## config.mk

```make
export PLATFORM = sky130hd
export DESIGN_NAME = eep_page_writer
export DESIGN_NICKNAME = d
export VERILOG_FILES = /design/src/rtl/eep_pw_pkg.sv /design/src/rtl/eep_page_buf.sv /design/src/rtl/eep_phase_timer.sv /design/src/rtl/eep_poll_judge.sv /design/src/rtl/eep_page_writer.sv
export SDC_FILE = /design/constraint.sdc
export NUM_CORES = 1
export LEC_CHECK = 0
export ABC_AREA = 1
export BUFFER_PORTS_ARGS = -buffer_cell sky130_fd_sc_hd__buf_2
export CAP_MARGIN = 20
export CORE_ASPECT_RATIO = 0.9
export CORE_UTILIZATION = 29
export CTS_CLUSTER_SIZE = 14
export DETAILED_ROUTE_END_ITERATION = 6
export PLACE_DENSITY = 0.47
export SETUP_SLACK_MARGIN = 0.5
export SLEW_MARGIN = 25
export SYNTH_ARGS = -nofsm -noshare
export SYNTH_HDL_FRONTEND = slang
export SYNTH_SLANG_ARGS = --single-unit
```

## constraint.sdc

```tcl
create_clock -name clk -period 6.4 [get_ports clk]
set_input_delay 0.64 -clock clk [delete_from_list [all_inputs] [get_ports clk]]
set_output_delay 0.64 -clock clk [all_outputs]
set_load 0.02 [all_outputs]
```

## src/rtl/eep_pw_pkg.sv

```systemverilog
package eep_pw_pkg;

    typedef enum logic [2:0] {
        ST_IDLE,
        ST_STROBE_LO,
        ST_STROBE_HI,
        ST_READ,
        ST_REST,
        ST_FINISH
    } eep_state_t;

    localparam int REST_CYCLES = 1;

endpackage

```

## src/rtl/eep_page_buf.sv

```systemverilog
module eep_page_buf #(
    parameter int DEPTH = 128,
    localparam int IW = $clog2(DEPTH)
) (
    input  logic          clk,
    input  logic          wr_en,
    input  logic [IW-1:0] wr_idx,
    input  logic [7:0]    wr_data,
    input  logic [IW-1:0] rd_idx,
    output logic [7:0]    rd_data
);

    logic [7:0] store [DEPTH];

    always_ff @(posedge clk) begin
        if (wr_en) begin
            store[wr_idx] <= wr_data;
        end
    end

    assign rd_data = store[rd_idx];

endmodule

```

## src/rtl/eep_phase_timer.sv

```systemverilog
module eep_phase_timer #(
    parameter int TW = 4
) (
    input  logic          clk,
    input  logic          rst_n,
    input  logic          run,
    input  logic [TW-1:0] len,
    output logic          expire
);

    logic [TW-1:0] cnt_q;

    assign expire = run && (cnt_q == len - TW'(1));

    always_ff @(posedge clk or negedge rst_n) begin
        if (!rst_n) begin
            cnt_q <= '0;
        end else if (!run || expire) begin
            cnt_q <= '0;
        end else begin
            cnt_q <= cnt_q + TW'(1);
        end
    end

endmodule

```

## src/rtl/eep_poll_judge.sv

```systemverilog
module eep_poll_judge (
    input  logic toggle_mode,
    input  logic rd_b7,
    input  logic rd_b6,
    input  logic saved_b7,
    input  logic prev_b6,
    input  logic have_prev,
    output logic finished
);

    always_comb begin
        if (toggle_mode) begin
            finished = have_prev && (rd_b6 == prev_b6);
        end else begin
            finished = (rd_b7 == saved_b7);
        end
    end

endmodule

```

## src/rtl/eep_page_writer.sv

```systemverilog
module eep_page_writer
    import eep_pw_pkg::*;
#(
    parameter int PAGE_BYTES = 128,
    parameter int ADDR_W     = 16,
    parameter int WE_LOW     = 3,
    parameter int WE_HIGH    = 2,
    parameter int RD_ACC     = 2,
    parameter int MAX_POLLS  = 20,
    localparam int PG_W  = $clog2(PAGE_BYTES),
    localparam int CNT_W = PG_W + 1
) (
    input  logic              clk,
    input  logic              rst_n,
    input  logic              start,
    input  logic [ADDR_W-1:0] base_addr,
    input  logic [CNT_W-1:0]  byte_count,
    input  logic              poll_mode,
    input  logic              buf_wr_en,
    input  logic [PG_W-1:0]   buf_wr_idx,
    input  logic [7:0]        buf_wr_data,
    output logic [ADDR_W-1:0] mem_addr,
    output logic [7:0]        mem_dout,
    input  logic [1:0]        mem_status,
    output logic              mem_drive,
    output logic              mem_ce_n,
    output logic              mem_we_n,
    output logic              mem_oe_n,
    output logic              busy,
    output logic              done,
    output logic              err
);

    localparam int PAGE_W = ADDR_W - PG_W;
    localparam int PC_W   = $clog2(MAX_POLLS + 1);
    localparam int TW     = $clog2(WE_LOW + WE_HIGH + RD_ACC + REST_CYCLES + 1);

    eep_state_t state_q, state_d;

    logic [PAGE_W-1:0] page_q;
    logic [PG_W-1:0]   lo_q;
    logic [PG_W-1:0]   idx_q;
    logic [CNT_W-1:0]  cnt_q;
    logic              mode_q;
    logic              saved_b7_q;
    logic              prev_b6_q;
    logic              have_prev_q;
    logic [PC_W-1:0]   polls_q;
    logic              err_q;

    logic          tmr_run;
    logic [TW-1:0] tmr_len;
    logic          tmr_expire;
    logic          poll_hit;
    logic          count_ok;
    logic          is_last;
    logic          poll_last;
    logic [7:0]    buf_rd;

    assign count_ok  = (byte_count != '0) && (byte_count <= CNT_W'(PAGE_BYTES));
    assign is_last   = ({1'b0, idx_q} == (cnt_q - CNT_W'(1)));
    assign poll_last = (polls_q == PC_W'(MAX_POLLS - 1));

    eep_page_buf #(.DEPTH(PAGE_BYTES)) u_buf (
        .clk     (clk),
        .wr_en   (buf_wr_en),
        .wr_idx  (buf_wr_idx),
        .wr_data (buf_wr_data),
        .rd_idx  (idx_q),
        .rd_data (buf_rd)
    );

    always_comb begin
        tmr_run = 1'b1;
        tmr_len = TW'(1);
        unique case (state_q)
            ST_STROBE_LO: tmr_len = TW'(WE_LOW);
            ST_STROBE_HI: tmr_len = TW'(WE_HIGH);
            ST_READ:      tmr_len = TW'(RD_ACC);
            ST_REST:      tmr_len = TW'(REST_CYCLES);
            default:      tmr_run = 1'b0;
        endcase
    end

    eep_phase_timer #(.TW(TW)) u_tmr (
        .clk    (clk),
        .rst_n  (rst_n),
        .run    (tmr_run),
        .len    (tmr_len),
        .expire (tmr_expire)
    );

    eep_poll_judge u_judge (
        .toggle_mode (mode_q),
        .rd_b7       (mem_status[1]),
        .rd_b6       (mem_status[0]),
        .saved_b7    (saved_b7_q),
        .prev_b6     (prev_b6_q),
        .have_prev   (have_prev_q),
        .finished    (poll_hit)
    );

    // next-state logic
    always_comb begin
        state_d = state_q;
        unique case (state_q)
            ST_IDLE:      if (start) state_d = count_ok ? ST_STROBE_LO : ST_FINISH;
            ST_STROBE_LO: if (tmr_expire) state_d = ST_STROBE_HI;
            ST_STROBE_HI: if (tmr_expire) state_d = is_last ? ST_READ : ST_STROBE_LO;
            ST_READ:      if (tmr_expire) state_d = (poll_hit || poll_last) ? ST_FINISH : ST_REST;
            ST_REST:      if (tmr_expire) state_d = ST_READ;
            ST_FINISH:    state_d = ST_IDLE;
            default:      state_d = ST_IDLE;
        endcase
    end

    // state register
    always_ff @(posedge clk or negedge rst_n) begin
        if (!rst_n) begin
            state_q <= ST_IDLE;
        end else begin
            state_q <= state_d;
        end
    end

    // request context and poll bookkeeping
    always_ff @(posedge clk or negedge rst_n) begin
        if (!rst_n) begin
            page_q      <= '0;
            lo_q        <= '0;
            idx_q       <= '0;
            cnt_q       <= '0;
            mode_q      <= 1'b0;
            saved_b7_q  <= 1'b0;
            prev_b6_q   <= 1'b0;
            have_prev_q <= 1'b0;
            polls_q     <= '0;
            err_q       <= 1'b0;
        end else begin
            unique case (state_q)
                ST_IDLE: begin
                    if (start) begin
                        page_q      <= base_addr[ADDR_W-1:PG_W];
                        lo_q        <= base_addr[PG_W-1:0];
                        cnt_q       <= byte_count;
                        mode_q      <= poll_mode;
                        idx_q       <= '0;
                        polls_q     <= '0;
                        have_prev_q <= 1'b0;
                        err_q       <= !count_ok;
                    end
                end
                ST_STROBE_HI: begin
                    saved_b7_q <= buf_rd[7];
                    if (tmr_expire && !is_last) begin
                        idx_q <= idx_q + PG_W'(1);
                    end
                end
                ST_READ: begin
                    if (tmr_expire && !poll_hit) begin
                        prev_b6_q   <= mem_status[0];
                        have_prev_q <= 1'b1;
                        polls_q     <= polls_q + PC_W'(1);
                        if (poll_last) begin
                            err_q <= 1'b1;
                        end
                    end
                end
                default: ;
            endcase
        end
    end

    // bus and status outputs
    always_comb begin
        mem_addr  = {page_q, lo_q + idx_q};
        mem_dout  = buf_rd;
        mem_drive = 1'b0;
        mem_ce_n  = 1'b1;
        mem_we_n  = 1'b1;
        mem_oe_n  = 1'b1;
        busy      = (state_q != ST_IDLE);
        done      = 1'b0;
        err       = err_q;
        unique case (state_q)
            ST_STROBE_LO: begin
                mem_drive = 1'b1;
                mem_ce_n  = 1'b0;
                mem_we_n  = 1'b0;
            end
            ST_STROBE_HI: begin
                mem_drive = 1'b1;
                mem_ce_n  = 1'b0;
            end
            ST_READ: begin
                mem_ce_n = 1'b0;
                mem_oe_n = 1'b0;
            end
            ST_FINISH: done = 1'b1;
            default: ;
        endcase
    end

endmodule

```

# Yosys cells after proc, flatten, opt, wreduce, memory -nomap -nowiden
# Memory sizes are Yosys's and may differ from the RTL's.
# Cells that the tools add are included.
# word_totals
register_bits	48
n_memories	1
ram_bits	1024
elab_cells	97
input_bits	46
output_inout_bits	31
# memory_table
memory	words	word_bits	read_ports	rd_clocked_by_memory_dff	wr	line	source
u_buf.store	128	8	1	0	1	eep_page_buf.sv:13	logic [7:0] store [DEPTH];
# op_classes
eq_ne	18
n_mux	33
n_addsub	6
reduce_logical	26
order_cmp	1
# ops
operator	count
3-bit 2-to-1 mux	6
2-bit != test (second input constant)	8
1-bit 2-to-1 mux	15
3-bit case mux with 5 select lines	1
7-bit 2-to-1 mux	2
7-bit case mux with 2 select lines	1
5-bit 2-to-1 mux	2
5-bit case mux with 2 select lines	1
7-bit by 8-bit equality test with 1-bit output	1
8-bit less-or-equal comparator (second input constant)	1
8-bit nonzero test	1
8-bit by 1-bit subtractor with 8-bit output (second input constant)	1
7-bit by 1-bit adder with 7-bit output (second input constant)	1
7-bit adder	1
3-bit by 2-bit equality test with 1-bit output (second input constant)	2
3-bit equality test (second input constant)	2
3-bit AND reduction	2
5-bit by 1-bit adder with 5-bit output (second input constant)	1
5-bit equality test (second input constant)	1
1-bit logical AND	5
5-bit AND reduction	1
4-bit by 1-bit adder with 4-bit output (second input constant)	1
4-bit equality test	1
1-bit logical NOT	4
16 further kinds	22

# Longest topological paths before layout
# logic_depth
ltp_word	9
depth_mapped	13
depth_no_buf	12

# By module
# From an unflattened synthesis, not the netlist that was laid out.
# hier_totals
hier_cells	3984
hier_area_um2	44943.1
# modules_own_cells
module	instances	seq_area_each_um2	area_each_um2	cells_each
eep_page_buf	1	30749.5	41944.0	3567
eep_page_writer	1	1101.1	2633.8	360
eep_phase_timer	1	100.1	310.3	43
eep_poll_judge	1	0.0	55.1	14

# Worst setup path before layout
# Ideal clock, no wire load.
# synth_timing
path_kind	register to output
from	register idx_q[1]
to	output mem_addr[6]
path_slack_ns	3.639
t_required_ns	5.760
arrival_ns	2.121
stages_incl_launch_ff	11
n_path_buf	3
cell_sequence	dfrtp_1 > buf_4 > inv_2 > buf_4 > clkbuf_1 > fa_1 > o21ai_0 > a21oi_1 > nor2_1 > nor2_1 > xor2_1
# synth_via
elab_chain_len	1
# synth_rtl
element	line	source
from (decl)	eep_page_writer.sv:42	logic [PG_W-1:0] idx_q;
from (signal assigned)	eep_page_writer.sv:156	idx_q <= idx_q + PG_W'(1);
7-bit adder	eep_page_writer.sv:176	mem_addr = {page_q, lo_q + idx_q};
to (decl)	eep_page_writer.sv:22	output logic [ADDR_W-1:0] mem_addr,
# Every way passes these cells.

# Worst setup path after layout
# layout_timing
from	register idx_q[0]
to	output mem_dout[0]
# layout_via
elab_chain_len	1
# layout_rtl
element	line	source
memory read 128 x 8 bit	--	
to (decl)	eep_page_writer.sv:23	output logic [7:0] mem_dout,
# Every way passes these cells.

==> results.sh <==
export IMPL_status="completed"
export IMPL_clock_skew_ns=0.02331
export IMPL_worst_pin_slew_ns=1.063
export IMPL_ir_worst_vdd_v=0.0002015
export IMPL_slowest_stage="dfrtp_4"
export IMPL_gp_congestion=0.7837
export IMPL_ys_warn_count=0
export IMPL_track_usage=0.1646
export IMPL_fin_ws_ns=1.341
export IMPL_cp_top_family="buffers and inverters"
export IMPL_area_delta_synth_final_pct=13.11
export IMPL_fin_tns_setup_ns=0
export IMPL_crit_buf_inv=3
export IMPL_grt_max_degree=131
export IMPL_drc_errors=0
export IMPL_num_antenna_cells=0
export IMPL_hpwl_mm=70.84
export IMPL_fin_nets=3718
export IMPL_synth_cells=3664
export IMPL_io_pins=77
export IMPL_grt_pass1_vias=27310
export IMPL_coreArea_um2=149100
export IMPL_cts_clk_slew_worst_paths_ns=0.06
export IMPL_use_met1=0.2433
export IMPL_postPlaceCellArea_um2=46130
export IMPL_insertion_delay_ns=0.71
export IMPL_cts_tree="built"
export IMPL_die_area_um2=152600
export IMPL_viasPerCell=4.963
export IMPL_syn_area_per_cell_um2=11.95
export IMPL_grt_pass1_wl_mm=187.8
export IMPL_fp_dieW_um=411.7
export IMPL_drtPass1Iterations=5
export IMPL_setup_violations_final=0
export IMPL_drive_gt1_frac=0.08109
export IMPL_cts_setup_buffers=0
export IMPL_rsz0062_at_grt="no"
export IMPL_powerDensity_nw_per_um2=341.4
export IMPL_synth_edf_count=1024
export IMPL_hold_buffers=0
export IMPL_hold_path_class="in2async"
export IMPL_antenna_found_initial=7
export IMPL_slew_limit_headroom=0.2912
export IMPL_fin_crit_sh=0.7905
export IMPL_final_max_slew_violation_count=0
export IMPL_synth_main_ff_cell="edfxtp_1"
export IMPL_path_cells="inv_8, buf_4, o21ai_0, o22ai_1, nand2_1, nand3_1, nand3_1, nand3_1, nand3_1, nand2_1, buf_2"
export IMPL_top_usage_layer="met2"
export IMPL_yosysUniqueCellTypes=34
export IMPL_grt_use_met2=0.2488
export IMPL_grt_overflow=0
export IMPL_fmax_mhz=197.6
export IMPL_cts_root_buf="clkbuf_16"
export IMPL_crit_arrival_ns=4.42
export IMPL_cp_max_fo=123
export IMPL_mostFrequentLayoutCells="edfxtp_1, nor2_1, o21ai_0, nand2_1, nand3_1"
export IMPL_cpMostUsedCell="nand3_1"
export IMPL_ys_seq_area_frac=0.7295
export IMPL_wirelength_mm=127.6
export IMPL_cts_made_buffers=111
export IMPL_path_class="reg2out"
export IMPL_start_kind="register"
export IMPL_ant_nets=0
export IMPL_wire_per_inst_um=22.30
export IMPL_clk_path_buf_depth=3
export IMPL_p_leak_nw=16.63
export IMPL_cts_num_sinks=1072
export IMPL_row_count=134
export IMPL_die_h_um=370.7
export IMPL_worstPathRequired_ns=5.76
export IMPL_final_common_cell="edfxtp_1"
export IMPL_hold_viol_final=0
export IMPL_ctsResizeCount=0
export IMPL_portBuffers=76
export IMPL_synth_nets=3721
export IMPL_preCtsSetupSlack_ns=2.100
export IMPL_period_minus_slack_ns=5.059
export IMPL_drt_iter0_markers=2781
export IMPL_cap_violations=0
export IMPL_ys_ff_latch=1072
export IMPL_h_tree_depth=3
export IMPL_finalHoldWorstSlack_ns=0.03604
export IMPL_initial_utilization=0.2939
export IMPL_stdcell_area_um2=49550
export IMPL_grt_use_met3=0.02973
export IMPL_netlist_area_um2=43800
export IMPL_synthArstFlopShare=0.04478
export IMPL_via_count=28390
export IMPL_worstSetupEndpointType="output port"
export IMPL_slowest_delay_ns=0.72
## final cells by class
cell class | count | area [um2]
Clock buffer | 149 | 2984
Clock inverter | 52 | 426.7
Fill cell | 14830 | 99510
Inverter | 122 | 475.5
Multi-Input combinational cell | 2230 | 10370
Sequential cell | 1072 | 31960
Tap cell | 1972 | 2467
Timing Repair Buffer | 124 | 860.8
## Yosys cell counts, types with 3 or more instances
cell type	n	share of area
clkbuf_1	137	0.012
o21ai_0	466	0.053
o22ai_1	219	0.031
nand3_1	319	0.036
xnor2_1	8	0.0016
or2_2	11	0.0016
nand2_2	3	0.00043
nor3_1	14	0.0016
nor4_1	3	0.00043
nand2_1	459	0.039
nor2_1	636	0.055
ha_1	10	0.0029
xor2_1	19	0.0038
clkinv_1	3	0.00026
buf_2	63	0.0072
buf_4	17	0.0029
o21ai_1	32	0.0037
edfxtp_1	1024	0.70
buf_1	22	0.0019
inv_1	116	0.0099
dfrtp_1	48	0.027
o211ai_1	12	0.0021
a21oi_1	5	0.00057
inv_2	3	0.00026
## registers in the layout, summed over array words and instances, names as in the netlist
name         flops
u_tmr.cnt_q      4
polls_q          5
mode_q           1
page_q           9
state_q          3
idx_q            7
err              1
lo_q             7
saved_b7_q       1
have_prev_q      1
u_buf.store   1024
prev_b6_q        1
cnt_q            8
## power by group
group / leakage [nW] / internal, mW / switching [mW]
sequential: 9.82 / 7.82 / 0.128
clock: 1.67 / 3.53 / 2.70
combinational: 5.14 / 0.792 / 1.95
total: 16.6 / 12.1 / 4.78
## routing by layer
layer  vias to the layer above  share of wire
met3                       177          0.060
li1                      13130              -
met1                     14300           0.47
met2                       783           0.44
met5                         -       0.000094
met4                         2          0.020
## path summary, 6_finish.rpt
kind	start	cells past startpoint	slack, ns	to
max	idx_q[0]	11	1.34	mem_dout[0]
max reg2reg	idx_q[0]	13	2.76	saved_b7_q
min	rst_n	2	0.04	page_q[5]
min reg2reg	page_q[8]	2	0.48	page_q[8]
min in group clk	base_addr[14]	3	0.12	page_q[7]
max in group asynchronous	rst_n	2	5.84	idx_q[1]
## kinds of logic after synthesis
group / synth area share
buf+inv: 0.03445
fa+ha+maj: 0.003314
flops: 0.7295
xor+xnor: 0.005399
simple gates: 0.1366
compound gates: 0.09081
## per-stage QoR
stage,instances,power [mW],utilization
floorplan,3664,9.888,-
global placement,5520,10.85,0.3095
detailed placement,5520,10.85,0.3095
CTS,5721,17.06,0.3324
global route,5721,17.63,0.3324
finish,5721,16.91,0.3324
Note: power is estimated with default switching activity, not from simulation.
